File: config.mk
export PLATFORM = sky130hd
export DESIGN_NAME = decade_ripple_ctr
export DESIGN_NICKNAME = d
export VERILOG_FILES = /design/src/rtl/decade_pkg.sv /design/src/rtl/fall_sync.sv /design/src/rtl/bi_section.sv /design/src/rtl/quin_section.sv /design/src/rtl/decade_ripple_ctr.sv
export SDC_FILE = /design/constraint.sdc
export NUM_CORES = 1
export LEC_CHECK = 0
export ABC_AREA = 1
export BUFFER_PORTS_ARGS = -buffer_cell sky130_fd_sc_hd__buf_2
export CORE_AREA = 2 2 39 41
export CTS_CLUSTER_SIZE = 20
export DETAILED_ROUTE_END_ITERATION = 10
export DIE_AREA = 0 0 41 43
export PLACE_DENSITY_LB_ADDON = 0.05
export SYNTH_ARGS = -nofsm -noshare
export SYNTH_HDL_FRONTEND = slang
export SYNTH_SLANG_ARGS = --single-unit
File: constraint.sdc
create_clock -name clk -period 1.3 [get_ports clk]
set_input_delay 0.065 -clock clk [delete_from_list [all_inputs] [get_ports clk]]
set_output_delay 0.065 -clock clk [all_outputs]
set_load 0.005 [all_outputs]
File: src/rtl/decade_pkg.sv
package decade_pkg;

    localparam int unsigned QUIN_MOD = 5;
    localparam int unsigned QUIN_W   = $clog2(QUIN_MOD);
    localparam int unsigned DIGIT_W  = QUIN_W + 1;

    typedef enum logic [1:0] {
        FORCE_NONE = 2'd0,
        FORCE_ZERO = 2'd1,
        FORCE_NINE = 2'd2
    } force_e;

    typedef struct packed {
        logic [QUIN_W-1:0] quin;
        logic              bi;
    } digit_t;

    function automatic force_e decode_force(input logic c0, input logic c1,
                                            input logic p0, input logic p1);
        force_e f;
        if (p0 && p1)       f = FORCE_NINE;
        else if (c0 && c1)  f = FORCE_ZERO;
        else                f = FORCE_NONE;
        return f;
    endfunction

    function automatic logic [QUIN_W-1:0] quin_advance(input logic [QUIN_W-1:0] v);
        logic [QUIN_W-1:0] n;
        if (v == QUIN_W'(QUIN_MOD - 1)) n = '0;
        else                            n = v + 1'b1;
        return n;
    endfunction

endpackage

File: src/rtl/fall_sync.sv
module fall_sync #(
    parameter int unsigned SYNC_STAGES = 2
) (
    input  logic clk,
    input  logic rst,
    input  logic pin_i,
    output logic fall_o
);
    localparam int unsigned LAST = SYNC_STAGES;

    logic [LAST:0] chain;

    always_ff @(posedge clk) begin
        if (rst) chain <= '0;
        else     chain <= {chain[LAST-1:0], pin_i};
    end

    assign fall_o = chain[LAST] & ~chain[LAST-1];
endmodule

File: src/rtl/bi_section.sv
module bi_section
    import decade_pkg::*;
(
    input  logic   clk,
    input  logic   rst,
    input  logic   step_i,
    input  force_e force_i,
    output logic   q_o
);
    always_ff @(posedge clk) begin
        if (rst) begin
            q_o <= 1'b0;
        end else begin
            unique case (force_i)
                FORCE_NINE: q_o <= 1'b1;
                FORCE_ZERO: q_o <= 1'b0;
                default:    if (step_i) q_o <= ~q_o;
            endcase
        end
    end
endmodule

File: src/rtl/quin_section.sv
module quin_section
    import decade_pkg::*;
(
    input  logic              clk,
    input  logic              rst,
    input  logic              step_i,
    input  force_e            force_i,
    output logic [QUIN_W-1:0] q_o
);
    localparam logic [QUIN_W-1:0] TOP_STATE = QUIN_W'(QUIN_MOD - 1);

    always_ff @(posedge clk) begin
        if (rst) begin
            q_o <= '0;
        end else begin
            unique case (force_i)
                FORCE_NINE: q_o <= TOP_STATE;
                FORCE_ZERO: q_o <= '0;
                default:    if (step_i) q_o <= quin_advance(q_o);
            endcase
        end
    end
endmodule

File: src/rtl/decade_ripple_ctr.sv
module decade_ripple_ctr
    import decade_pkg::*;
#(
    parameter int unsigned SYNC_STAGES = 2
) (
    input  logic               clk,
    input  logic               rst,
    input  logic               cnt_a_i,
    input  logic               cnt_b_i,
    input  logic               link_i,
    input  logic               clear0_i,
    input  logic               clear1_i,
    input  logic               preset0_i,
    input  logic               preset1_i,
    output logic [DIGIT_W-1:0] q_o
);
    logic   fall_a;
    logic   fall_b;
    logic   step_quin;
    force_e force_cmd;
    digit_t st;

    fall_sync #(.SYNC_STAGES(SYNC_STAGES)) u_sync_a (
        .clk(clk), .rst(rst), .pin_i(cnt_a_i), .fall_o(fall_a)
    );

    fall_sync #(.SYNC_STAGES(SYNC_STAGES)) u_sync_b (
        .clk(clk), .rst(rst), .pin_i(cnt_b_i), .fall_o(fall_b)
    );

    assign force_cmd = decode_force(clear0_i, clear1_i, preset0_i, preset1_i);

    // Linked: binary bit about to fall steps the five-state section.
    assign step_quin = link_i ? (fall_a & st.bi) : fall_b;

    bi_section u_bi (
        .clk(clk), .rst(rst), .step_i(fall_a), .force_i(force_cmd), .q_o(st.bi)
    );

    quin_section u_quin (
        .clk(clk), .rst(rst), .step_i(step_quin), .force_i(force_cmd), .q_o(st.quin)
    );

    assign q_o = st;
endmodule

==> flow_metrics.tcl <==
set metrics [dict create \
    status "complete, no violations" \
    r2r.worst_path.cells 7 \
    path_common_cell "nor2_1" \
    grt_max_degree 9 \
    ys_ff_latch 10 \
    hpwl_um 564 \
    num_rows 14 \
    slew_violations 0 \
    finalClockSkew_ns 0.00150 \
    crit_cells 7 \
    slew-limit-headroom 0.874 \
    synthTopCellsByArea "dfxtp_1 (43%), inv_1 (10%), nor2_1 (9.6%)" \
    grt_pass1_vias 336 \
    grt_pass1_wl_um 1300 \
    dr.pass1.iters 3 \
    io_buffers 12 \
    track_usage 0.115 \
    path_max_fanout 3 \
    post-route-period-util 0.879 \
    io_pins 13 \
    crit_family "flip-flops" \
    gp_congestion 0.656 \
    drc 0 \
    leakagePower_uw 0.000315 \
    ctsHoldBuffers 0 \
    ctsResizeCount 0 \
    ys_async_sr_fraction 0 \
    drive_gt1_frac 0.253 \
    initial_utilization 0.340 \
    syn_nets 76 \
    clk_pin_slew_ns 0.06 \
    dieArea_mm2 0.00176 \
    criticalPathCategory "flop to flop" \
    setup_viol_count_final 0 \
    startpoint "u_quin.q_o[0]" \
    cts_tree "built" \
    r2r-end "u_quin.q_o[2]" \
    ys_seq_area_frac 0.426 \
    endpoint "u_quin.q_o[2]" \
    syn_to_final_growth_pct 21.5 \
    htree_levels 1 \
    worst_pin_slew_ns 0.189 \
    peakVddDrop_v 0.000477 \
    fp.dieW_um 41 \
    clockBufferDepth 2 \
    wl_per_cell_um 8.05 \
    r2r-start "u_quin.q_o[0]" \
    hold_class "input pin to flop" \
    viasPerCell 4.15 \
    clock-root-buffer "clkbuf_4" \
    synth_area_um2 470 \
    crit_chain "inv_1, ha_1, nand2_1, o21ai_0, o21bai_1, nor2_1, nor2_1" \
    maxCapViolations 0 \
    overflow 0 \
    synth_common_cells "inv_1 (13), nor2_1 (12), dfxtp_1 (10), nand2_1 (8), nand3_1 (4)" \
    crit_path_max_incr_delay_ns 0.34 \
    ff2ff_setup_slack_ns 0.16 \
    cts_buffers 3 \
    core_mm2 0.00138 \
    fin_tns_setup_ns 0 \
    p_per_area_mw_per_mm2 1130 \
    synth_warnings 0 \
    cts_sinks 10 \
    nNetsFinal 92 \
    fp.dieH_um 43 \
    slowest_stage "dfxtp_1" \
    rsz0062_at_grt "false" \
    antenna_left 0 \
    n_antenna_cell 0 \
    routed_wl_um 765 \
    drt-initial-drc-count 7 \
    antenna_found_initial 0 \
    hold_viol 0 \
    max_freq_mhz 875 \
    synth_top_cell_by_area "dfxtp_1" \
    vias 394 \
    insertion_delay_ns 0.26 \
    synth_area_per_cell_um2 7.24 \
    synthFlopType "dfxtp_1" \
    synthesis.instances 65 \
    synthMostInstantiatedCell "inv_1" \
    end_kind "flop" \
    crit_arrival_ns 1.34 \
    path_buf_inv 1 \
    startpoint_type "flop" \
    yosysTopAreaCellShare 0.426 \
    final.min_clock_period_ns 1.14 \
    final_util 0.413 \
    synth_edf_count 0 \
    post_cts_buffers 0 \
    required_ns 1.50 \
    synth_cell_types 16 \
]
[cell type report]
class,instances,area (um^2)
inverter,14,53.8
timing repair buffer,13,70.1
multi-input combinational,39,205
sequential,10,200
tap,16,20.0
fill,144,812
clock buffer,3,22.5
[state kept, by name, summed over array words and instances, names as in the netlist]
name	cells
u_quin.q_o	3
u_sync_a.chain	3
u_sync_b.chain	3
u_bi.q_o	1
[worst register-to-register path: cells and delay by family, from the launching register on]
family	cells	cell delay, ns
flip-flops	1	0.34
adder cells (fa/ha/maj)	1	0.19
AND/OR/NAND/NOR	3	0.23
AO/OA/AOI/OAI	2	0.24
buffers and inverters	1	0.08
[how the worst min path moves through the flow]
stage	start	endpoint	slack, ns	depth (start not counted)
global route	cnt_b_i	u_sync_b.chain[0]	0.009	3
finish	cnt_b_i	u_sync_b.chain[0]	0.004	3
global placement	cnt_a_i	u_sync_a.chain[0]	0.27	3
detailed placement	cnt_b_i	u_sync_b.chain[0]	0.27	3
floorplan	cnt_a_i	u_sync_a.chain[0]	0.17	2
CTS	cnt_b_i	u_sync_b.chain[0]	0.0003	3
[metal layers]
layer  up-vias  track usage  share of wire
met5         -            0              0
li1        225            -              -
met3         3       0.0471          0.058
met4         0        0.100          0.026
met1       154        0.150           0.50
met2        12        0.138           0.42
[metrics by stage]
step / area [um^2] / setup slack, ns / cells / total power (uW) / hold WS (ns)
final: 572 / 0.157 / 95 / 647 / 0.00366
after global placement: 539 / 0.201 / 91 / 451 / 0.267
after floorplan: 470 / 0.230 / 65 / 416 / 0.172
after CTS: 562 / 0.144 / 94 / 654 / 0.000300
after global routing: 572 / 0.0289 / 95 / 694 / 0.00903
after detailed placement: 539 / 0.169 / 91 / 448 / 0.274
[placed cells by master (no fill, tap or decap)]
cell type,n
clkbuf_4,3
nand3_2,1
o21ai_0,1
ha_1,2
a21oi_1,2
nand4_1,3
nand3_1,4
nor2_1,12
clkinv_2,1
nand2_2,3
nand2_1,8
dfxtp_1,10
inv_1,13
buf_2,12
o21bai_1,1
nand3b_1,2
dlygate4sd3_1,1
[power by group]
group	internal [uW]	switching, uW
Clock	107	98.0
Combinational	49.4	55.9
Sequential	325	11.7
[cell families (layout without fill, tap and decap cells)]
group / after synthesis / after routing / share of synthesized area
AND/OR/NAND/NOR: 33 / 33 / 0.335
buffers and inverters: 16 / 30 / 0.138
flip-flops: 10 / 10 / 0.426
AO/OA/AOI/OAI: 4 / 4 / 0.0479
adder cells (fa/ha/maj): 2 / 2 / 0.0532
(Power assumes the default switching activity.)
